--- src/rtl/mlse_pkg.sv ---
package mlse_pkg;
  typedef enum logic [2:0] {
    LANE_X1 = 3'd0,
    LANE_X2 = 3'd1,
    LANE_X4 = 3'd2
  } lane_mode_e;

  typedef enum logic [1:0] {
    S_IDLE,
    S_FETCH,
    S_LEAD,
    S_TRAIL
  } seq_state_e;

  function automatic logic mode_legal(input logic [2:0] code);
    return code <= 3'd2;
  endfunction
endpackage

--- src/rtl/lane_shift_path.sv ---
module lane_shift_path
  import mlse_pkg::*;
#(
  parameter int BYTE_W = 8
) (
  input  logic              clk,
  input  logic              rst,
  input  logic              clear,
  input  logic              load,
  input  logic [BYTE_W-1:0] load_byte,
  input  logic              advance,
  input  logic              capture,
  input  lane_mode_e        mode,
  input  logic [3:0]        dq_in,
  output logic [3:0]        dq_out,
  output logic [BYTE_W-1:0] rx_byte
);
  logic [BYTE_W-1:0] tx_sr;
  logic [BYTE_W-1:0] rx_sr;

  always_ff @(posedge clk) begin
    if (rst || clear) begin
      tx_sr <= '0;
    end else if (load) begin
      tx_sr <= load_byte;
    end else if (advance) begin
      unique case (mode)
        LANE_X2: tx_sr <= tx_sr << 2;
        LANE_X4: tx_sr <= tx_sr << 4;
        default: tx_sr <= tx_sr << 1;
      endcase
    end
  end

  always_ff @(posedge clk) begin
    if (rst) begin
      rx_sr <= '0;
    end else if (capture) begin
      unique case (mode)
        LANE_X2: rx_sr <= {rx_sr[BYTE_W-3:0], dq_in[1:0]};
        LANE_X4: rx_sr <= {rx_sr[BYTE_W-5:0], dq_in[3:0]};
        default: rx_sr <= {rx_sr[BYTE_W-2:0], dq_in[0]};
      endcase
    end
  end

  always_comb begin
    dq_out = '0;
    unique case (mode)
      LANE_X2: dq_out[1:0] = tx_sr[BYTE_W-1 -: 2];
      LANE_X4: dq_out[3:0] = tx_sr[BYTE_W-1 -: 4];
      default: dq_out[0]   = tx_sr[BYTE_W-1];
    endcase
  end

  assign rx_byte = rx_sr;
endmodule

--- src/rtl/xfer_sequencer.sv ---
module xfer_sequencer
  import mlse_pkg::*;
#(
  parameter int BYTE_W = 8,
  parameter int LEN_W  = 16
) (
  input  logic             clk,
  input  logic             rst,
  input  logic             soft_rst,
  input  logic             enable,
  input  logic             cont,
  input  logic             send_en,
  input  logic             recv_en,
  input  logic [2:0]       mode_code,
  input  logic [LEN_W-1:0] len,
  input  logic             tick,
  input  logic             tx_valid,
  input  logic             rx_full,
  output logic             tx_pop,
  output logic             rx_push,
  output logic             load,
  output logic             advance,
  output logic             capture,
  output logic             sclk,
  output logic             cs_n,
  output logic             done_set,
  output logic             err_set,
  output lane_mode_e       mode_q,
  output logic             send_q,
  output logic             recv_q
);
  localparam int GW = $clog2(BYTE_W);
  localparam logic [GW-1:0] LAST_X1 = GW'(BYTE_W - 1);
  localparam logic [GW-1:0] LAST_X2 = GW'(BYTE_W / 2 - 1);
  localparam logic [GW-1:0] LAST_X4 = GW'(BYTE_W / 4 - 1);

  seq_state_e       st;
  logic             en_q;
  logic             cont_q;
  logic [LEN_W-1:0] left;
  logic [GW-1:0]    grp;
  logic [GW-1:0]    grp_last;
  logic             start;
  logic             ready;

  assign start = enable && !en_q;
  assign ready = (!send_q || tx_valid) && (!recv_q || !rx_full);

  always_comb begin
    unique case (mode_q)
      LANE_X2: grp_last = LAST_X2;
      LANE_X4: grp_last = LAST_X4;
      default: grp_last = LAST_X1;
    endcase
  end

  assign load    = (st == S_FETCH) && ready;
  assign capture = (st == S_LEAD) && tick;
  assign advance = (st == S_TRAIL) && tick;

  always_ff @(posedge clk) begin
    if (rst) en_q <= 1'b0;
    else     en_q <= enable;
  end

  always_ff @(posedge clk) begin
    tx_pop   <= 1'b0;
    rx_push  <= 1'b0;
    done_set <= 1'b0;
    err_set  <= 1'b0;
    if (rst || soft_rst) begin
      st     <= S_IDLE;
      sclk   <= 1'b0;
      cs_n   <= 1'b1;
      left   <= '0;
      grp    <= '0;
      mode_q <= LANE_X1;
      send_q <= 1'b0;
      recv_q <= 1'b0;
      cont_q <= 1'b0;
    end else begin
      unique case (st)
        S_IDLE: begin
          if (start) begin
            if (!mode_legal(mode_code)) begin
              err_set <= 1'b1;
            end else begin
              mode_q <= lane_mode_e'(mode_code);
              send_q <= send_en;
              recv_q <= recv_en;
              cont_q <= cont;
              if (len == '0) begin
                done_set <= 1'b1;
              end else begin
                left <= len;
                cs_n <= 1'b0;
                st   <= S_FETCH;
              end
            end
          end
        end
        S_FETCH: begin
          if (ready) begin
            tx_pop <= send_q;
            grp    <= '0;
            st     <= S_LEAD;
          end
        end
        S_LEAD: begin
          if (tick) begin
            sclk <= 1'b1;
            st   <= S_TRAIL;
          end
        end
        default: begin
          if (tick) begin
            sclk <= 1'b0;
            grp  <= grp + 1'b1;
            if (grp == grp_last) begin
              rx_push <= recv_q;
              left    <= left - 1'b1;
              if (left == LEN_W'(1)) begin
                done_set <= 1'b1;
                cs_n     <= !cont_q;
                st       <= S_IDLE;
              end else begin
                st <= S_FETCH;
              end
            end else begin
              st <= S_LEAD;
            end
          end
        end
      endcase
    end
  end
endmodule

--- src/rtl/sticky_flags.sv ---
module sticky_flags #(
  parameter int N = 2
) (
  input  logic         clk,
  input  logic         rst,
  input  logic         clear_all,
  input  logic [N-1:0] set,
  input  logic [N-1:0] clr,
  output logic [N-1:0] flags
);
  for (genvar i = 0; i < N; i++) begin : g_flag
    always_ff @(posedge clk) begin
      if (rst || clear_all) flags[i] <= 1'b0;
      else if (set[i])      flags[i] <= 1'b1;
      else if (clr[i])      flags[i] <= 1'b0;
    end
  end
endmodule

--- src/rtl/multi_lane_shift_engine.sv ---
module multi_lane_shift_engine
  import mlse_pkg::*;
#(
  parameter int BYTE_W = 8,
  parameter int LEN_W  = 16
) (
  input  logic              clk,
  input  logic              rst,
  input  logic              ctl_enable,
  input  logic              ctl_soft_rst,
  input  logic              ctl_continue,
  input  logic              ctl_send_en,
  input  logic              ctl_recv_en,
  input  logic [2:0]        ctl_mode,
  input  logic [LEN_W-1:0]  xfer_len,
  input  logic              clr_done,
  input  logic              clr_err,
  input  logic              sclk_tick,
  input  logic [BYTE_W-1:0] txq_data,
  input  logic              txq_valid,
  output logic              txq_pop,
  output logic [BYTE_W-1:0] rxq_data,
  output logic              rxq_push,
  input  logic              rxq_full,
  output logic              sclk,
  output logic              cs_n,
  output logic [3:0]        dq_out,
  input  logic [3:0]        dq_in,
  output logic              all_done,
  output logic              cfg_error
);
  lane_mode_e        mode_q;
  logic              send_q;
  logic              recv_q;
  logic              load;
  logic              advance;
  logic              capture;
  logic              done_set;
  logic              err_set;
  logic [BYTE_W-1:0] load_byte;
  logic [1:0]        flag_q;

  assign load_byte = send_q ? txq_data : '0;

  xfer_sequencer #(.BYTE_W(BYTE_W), .LEN_W(LEN_W)) u_seq (
    .clk(clk), .rst(rst), .soft_rst(ctl_soft_rst), .enable(ctl_enable),
    .cont(ctl_continue), .send_en(ctl_send_en), .recv_en(ctl_recv_en),
    .mode_code(ctl_mode), .len(xfer_len), .tick(sclk_tick),
    .tx_valid(txq_valid), .rx_full(rxq_full), .tx_pop(txq_pop),
    .rx_push(rxq_push), .load(load), .advance(advance), .capture(capture),
    .sclk(sclk), .cs_n(cs_n), .done_set(done_set), .err_set(err_set),
    .mode_q(mode_q), .send_q(send_q), .recv_q(recv_q)
  );

  lane_shift_path #(.BYTE_W(BYTE_W)) u_path (
    .clk(clk), .rst(rst), .clear(ctl_soft_rst), .load(load),
    .load_byte(load_byte), .advance(advance), .capture(capture),
    .mode(mode_q), .dq_in(dq_in), .dq_out(dq_out), .rx_byte(rxq_data)
  );

  sticky_flags #(.N(2)) u_flags (
    .clk(clk), .rst(rst), .clear_all(ctl_soft_rst),
    .set({err_set, done_set}), .clr({clr_err, clr_done}), .flags(flag_q)
  );

  assign all_done  = flag_q[0];
  assign cfg_error = flag_q[1];
endmodule

--- config.mk ---
export PLATFORM = sky130hd
export DESIGN_NAME = multi_lane_shift_engine
export DESIGN_NICKNAME = d
export VERILOG_FILES = /design/src/rtl/mlse_pkg.sv /design/src/rtl/lane_shift_path.sv /design/src/rtl/xfer_sequencer.sv /design/src/rtl/sticky_flags.sv /design/src/rtl/multi_lane_shift_engine.sv
export SDC_FILE = /design/constraint.sdc
export NUM_CORES = 1
export LEC_CHECK = 0
export BUFFER_PORTS_ARGS = -buffer_cell sky130_fd_sc_hd__buf_2
export CAP_MARGIN = 5
export CORE_MARGIN = 2
export CORE_UTILIZATION = 56
export DETAILED_ROUTE_END_ITERATION = 8
export GPL_TIMING_DRIVEN = 1
export PLACE_DENSITY = 0.79
export SLEW_MARGIN = 25
export SYNTH_ARGS = -nofsm -noshare
export SYNTH_HDL_FRONTEND = slang
export SYNTH_SLANG_ARGS = --single-unit
--- constraint.sdc ---
create_clock -name clk -period 3.2 [get_ports clk]
set_input_delay 0.32 -clock clk [delete_from_list [all_inputs] [get_ports clk]]
set_output_delay 0.32 -clock clk [all_outputs]
set_load 0.1 [all_outputs]
Yosys cells after proc, flatten, opt, wreduce, memory -nomap -nowiden

Cells that the tools add are included.

Register bits after elaboration: 52
Bits of input ports: 43
Output and inout port bits: 18
Word-level logic and storage cells: 126

$add $sub $neg: 2
$lt $le $gt $ge: 1
Equality and inequality tests: 12
Muxes and demuxes: 49
Bitwise logic cells: 9
Reductions and logical operators: 35

Operators by type and width:

| kind                                                                    | count |
|---|---|
| 16-bit two-way mux                                                      | 5 |
| 16-bit one-hot mux with 2 select lines                                  | 1 |
| 8-bit one-hot mux with 2 select lines                                   | 2 |
| 8-bit two-way mux                                                       | 3 |
| 1-bit two-way mux                                                       | 20 |
| 16-bit by 1-bit == test with 1-bit output, second input constant        | 1 |
| 16-bit logical NOT                                                      | 1 |
| 2-bit two-way mux                                                       | 8 |
| 16-bit by 1-bit subtractor with 16-bit output, second input constant    | 1 |
| 2-bit nonzero test                                                      | 7 |
| 3-bit one-hot mux with 2 select lines                                   | 2 |
| 6-bit AND reduction                                                     | 2 |
| 1-bit one-hot mux with 2 select lines                                   | 5 |
| 1-bit NOT                                                               | 9 |
| 7-bit AND reduction                                                     | 1 |
| 3-bit two-way mux                                                       | 2 |
| 2-bit by 1-bit inequality test with 1-bit output, second input constant | 3 |
| 2-bit one-hot mux with 3 select lines                                   | 1 |
| 3-bit AND reduction                                                     | 2 |
| 2-bit OR reduction                                                      | 3 |
| 3-bit OR reduction                                                      | 2 |
| 6-bit OR reduction                                                      | 1 |
| 1-bit logical AND                                                       | 5 |
| 1-bit logical NOT                                                       | 5 |
| 12 further kinds                                                        | 16 |

Logic depth before layout (Yosys ltp)

Word-level depth: 6
Depth in mapped cells: 8
Gate-level depth less buffers: 7

By module

A second synthesis with hierarchy kept.

Cell total of the unflattened synthesis: 409
Area, all modules: 3,196.8 sq um

By module, submodules not included:

| module                  | times used | cells each | area each (sq um) | sequential area each (sq um) |
|---|---|---|---|---|
| xfer_sequencer          | 1          | 268        | 2,083.2           | 680.7 |
| lane_shift_path         | 1          | 124        | 987.2             | 320.3 |
| sticky_flags            | 1          | 9          | 76.3              | 40.0 |
| multi_lane_shift_engine | 1          | 8          | 50.0              | 0.0 |

Worst setup path before layout

No wires, ideal clock.

Kind: reg2out
Start: register u_seq.mode_q[1]
End: output dq_out[1]
Arrival time: 1.965 ns
Data required time: 2.880 ns
Slack: 0.915 ns
Stages on the path, launching flop included: 4
Buffers on the path: 1
Cell sequence: dfxtp_1 nor3b_1 clkbuf_1 a22o_1

Cells in the longest elaborated chain, start to end: 2
Elaborated cells between the ends (all ways): 3
Classes of those cells: 2 x eq/ne; 1 x mux

Ends and longest elaborated chain:

| what                                                                                                 | RTL line                      | RTL |
|---|---|---|
| start, declared                                                                                      | xfer_sequencer.sv:28          | `output lane_mode_e mode_q,` |
| start signal, assigned                                                                               | xfer_sequencer.sv:88          | `mode_q <= lane_mode_e'(mode_code);` |
| 3-bit by 2-bit == test with 1-bit output or 3-bit by 1-bit == test with 1-bit output (tied branches) | lane_shift_path.sv:49         | `unique case (mode)` |
| 1-bit one-hot mux with 2 select lines *                                                              | lane_shift_path.sv:49         |  |
| end, declared                                                                                        | multi_lane_shift_engine.sv:27 | `output logic [3:0] dq_out,` |

Mark *: on every way between the ends. The rest lies on a longest branch, timed or not.

Final worst setup path

Start: register u_seq.left[1]
End: register u_seq.left[14]

Cells in the longest elaborated chain, start to end: 4

Ends and longest elaborated chain:

| what                                          | RTL line              | RTL |
|---|---|---|
| start, declared                               | xfer_sequencer.sv:40  | `logic [LEN_W-1:0] left;` |
| start signal, assigned                        | xfer_sequencer.sv:95  | `left <= len;` |
| start signal, assigned                        | xfer_sequencer.sv:121 | `left <= left - 1'b1;` |
| 16-bit by 1-bit subtractor with 16-bit output | xfer_sequencer.sv:121 |  |
| 16-bit two-way mux                            | xfer_sequencer.sv:119 | `if (grp == grp_last) begin` |
| 16-bit two-way mux                            | xfer_sequencer.sv:116 | `if (tick) begin` |
| 16-bit one-hot mux with 2 select lines        | xfer_sequencer.sv:82  | `unique case (st)` |

Every way passes these cells. The select of a mux whose other input is x is not followed.
A chain may end at the register's enable or synchronous reset.

==> flow_summary.json <==
{
  "dp.cells": 487,
  "grt.overflow.total": 0,
  "pwr_density_cell_nw_per_um2": 358.7,
  "cp_common_cell": "a21oi_1",
  "dp_hpwl_um": 5278,
  "synth_area_leaders": "dfxtp_1, a21oi_1, nor2_1",
  "yosys.cell_types.count": 61,
  "finalNonFillerCells": 495,
  "die-area_sq_um": 6096,
  "initial_core_util_pct": 59.04,
  "grt_max_degree": 46,
  "nets": 475,
  "htreeDepth": 2,
  "gp_congestion": 0.8647,
  "maxSlewViolCount": 0,
  "critPathMaxFanout": 8,
  "async_reset_ff_share_pct": 0,
  "boundaryPins": 61,
  "worst_slew_pin_slew_ps": 842.7,
  "io_buffers": 60,
  "cts_tree": "done",
  "final_cell_mix": "buf_2, nor2_1, dfxtp_1",
  "ant_nets": 0,
  "vias": 3050,
  "syn-num-nets": 432,
  "worstPathRequired_ps": 3360,
  "netlist_area_sq_um": 3073,
  "max-slew-margin-rel_pct": 43.82,
  "syn_area_per_cell_sq_um": 8.065,
  "area_growth_pct": 12.46,
  "seqPwrFrac_pct": 53.5,
  "hold_depth": 2,
  "rsz0062_at_grt": "false",
  "rows": 26,
  "insertedDiodeCount": 0,
  "wl_per_cell_um": 15.39,
  "slowest_delay_ps": 610,
  "synth_top_area_share_pct": 33.88,
  "cap_violations": 0,
  "firstDrtPassIters": 5,
  "numCtsBuffers": 5,
  "grt_pass1_wl_um": 12770,
  "cts_resized": 0,
  "synth_edf_count": 0,
  "ys_warn_count": 0,
  "clock_path_buffers": 2,
  "cts_sinks": 52,
  "setup_viol": 0,
  "drc_errors": 0,
  "cts_root_buffer": "clkbuf_8",
  "antenna_found_initial": 0,
  "final_common_cell": "buf_2",
  "endpoint_kind": "register",
  "fin_crit_sh_pct": 74.29,
  "intPower_uw": 898.2,
  "routed_wl_um": 7616,
  "synth-main-ff-cell": "dfxtp_1",
  "die_w_um": 78.08,
  "p_comb_share_pct": 14.7,
  "power_switching_uw": 341.4,
  "peakVddDrop_mv": 0.2099,
  "fin_skew_ps": 8.853,
  "sw_frac_of_total_pct": 27.54,
  "fin_crit_ps": 2377,
  "clock_latency_ps": 310,
  "drive_gt1_share_pct": 22.35,
  "clk_pin_slew_worst_paths_ps": 100,
  "fin_setup_tns_ps": 0,
  "synth_top_cell_by_area": "dfxtp_1",
  "grt_usage_pct": 25.35,
  "fp.coreArea_sq_um": 5205,
  "ys_seq_area_share_pct": 33.88,
  "hold_class": "input port to register",
  "crit_type": "register to register",
  "grt_pass1_vias": 2702,
  "postCtsSetupBuffers": 0,
  "clock.fmax_ghz": 0.4206,
  "synthCells": 381,
  "finalHoldViolations": 0,
  "viasPerCell": 6.162,
  "cp_slowest_cell": "nor4_1",
  "leakagePower_uw": 0.001325,
  "pwr-share-clk_pct": 31.8,
  "die_h_um": 78.08,
  "arrival_ps": 2540,
  "ff2ff_path_depth": 7,
  "ys_ff_latch": 52,
  "cp-start-kind": "register",
  "status": "complete, no violations",
  "ctsHoldBuffers": 0,
  "dr.first_iter.drc_count": 294,
  "crit_chain": "inv_1 -> ha_1 -> or3b_2 -> nor4_1 -> a21oi_1 -> a21oi_1 -> o32ai_1"
}
-- worst max-delay path: cells and delay by family (launching register included) --
family / cells / cell delay, ps
AO/OA/AOI/OAI: 3 / 400
buffers and inverters: 1 / 110
AND/OR/NAND/NOR: 2 / 1180
adder cells (fa/ha/maj): 1 / 210
flip-flops: 1 / 330
-- final timing paths --
kind | startpoint | to | slack [ps]
worst min-delay path | ctl_enable | u_seq.en_q | 240
worst max-delay path | u_seq.left[1] | u_seq.left[14] | 820
worst max register to register | u_seq.left[1] | u_seq.left[14] | 820
worst min register to register | u_seq.err_set | u_flags.flags[1] | 450
-- metal layers --
metal / vias to the layer above / routed length [um] / GRT usage [%]
met1: 1428 / 3470 / 35.22
met2: 104 / 3547 / 39.83
met5: - / 0 / 0
met4: 0 / 127 / 8.947
met3: 14 / 470 / 4.368
li1: 1504 / - / -
-- kinds of logic (layout without fill, tap and decap cells) --
| logic type | Yosys count | count (layout) | synth area share [%] |
|---|---|---|---|
| adder cells (fa/ha/maj) | 8 | 8 | 3.257 |
| buffers and inverters | 41 | 85 | 6.026 |
| AO/OA/AOI/OAI | 117 | 117 | 29.68 |
| AND/OR/NAND/NOR | 155 | 155 | 24.55 |
| multiplexers | 8 | 8 | 2.606 |
| flip-flops | 52 | 52 | 33.88 |
-- state kept, by name, summed over array words and instances, names as in the netlist, 2 cells and up --
signal and count:
u_seq.left 16, u_path.rx_byte 8, u_path.tx_sr 8, u_seq.grp 3, u_seq.mode_q 3, u_flags.flags 2
u_seq.st 2
-- per-stage QoR --
stage | total power, uW | hold WS (ps) | setup WS [ps] | util (%) | instance area (sq um)
floorplan | 805.5 | 413.0 | 914.7 | - | 3073
global placement | 855.5 | 418.5 | 906.2 | 64.59 | 3362
detailed placement | 857.5 | 426.3 | 892.1 | 64.59 | 3362
CTS | 1248 | 232.1 | 871.1 | 66.39 | 3456
global route | 1295 | 248.9 | 660.2 | 66.39 | 3456
finish | 1240 | 237.4 | 822.7 | 66.39 | 3456
-- cell usage after synthesis (2+ instances only) --
cell,count
dfxtp_1,52
nor2_1,52
a21oi_1,39
nand2_1,39
clkbuf_1,20
a22oi_1,17
inv_1,10
nand3_1,10
nor3_1,10
nor4_1,10
a311oi_1,8
ha_1,8
mux2i_1,8
o32ai_2,8
and2_1,7
a31oi_1,6
buf_4,6
o32ai_1,5
a311o_1,4
and3_1,4
a221oi_1,3
o21ai_0,3
or3_1,3
or4_1,3
a211oi_1,2
a21o_1,2
a31o_2,2
buf_1,2
nand2b_1,2
nor2b_1,2
nor3b_1,2
o31ai_1,2
or3b_1,2
-- cell type report --
class | instances | area (sq um)
fillers | 465 | 1749
flip-flops and latches | 52 | 1041
multi-input cells | 288 | 1847
inverters | 11 | 41.29
clock inverters | 1 | 7.507
clock buffers | 7 | 86.33
well taps | 70 | 87.58
repair buffers | 66 | 345.3
-- power by group through the flow --
stage | registers (uW) | clock network (uW) | logic, uW
2_1_floorplan | 682 | 0 | 123
3_3_place_gp | 678 | 0 | 178
3_5_place_dp | 678 | 0 | 180
4_1_cts | 663 | 405 | 181
5_1_grt | 665 | 431 | 200
6_report | 663 | 394 | 183
Note: power is estimated with default switching activity, not from simulation.
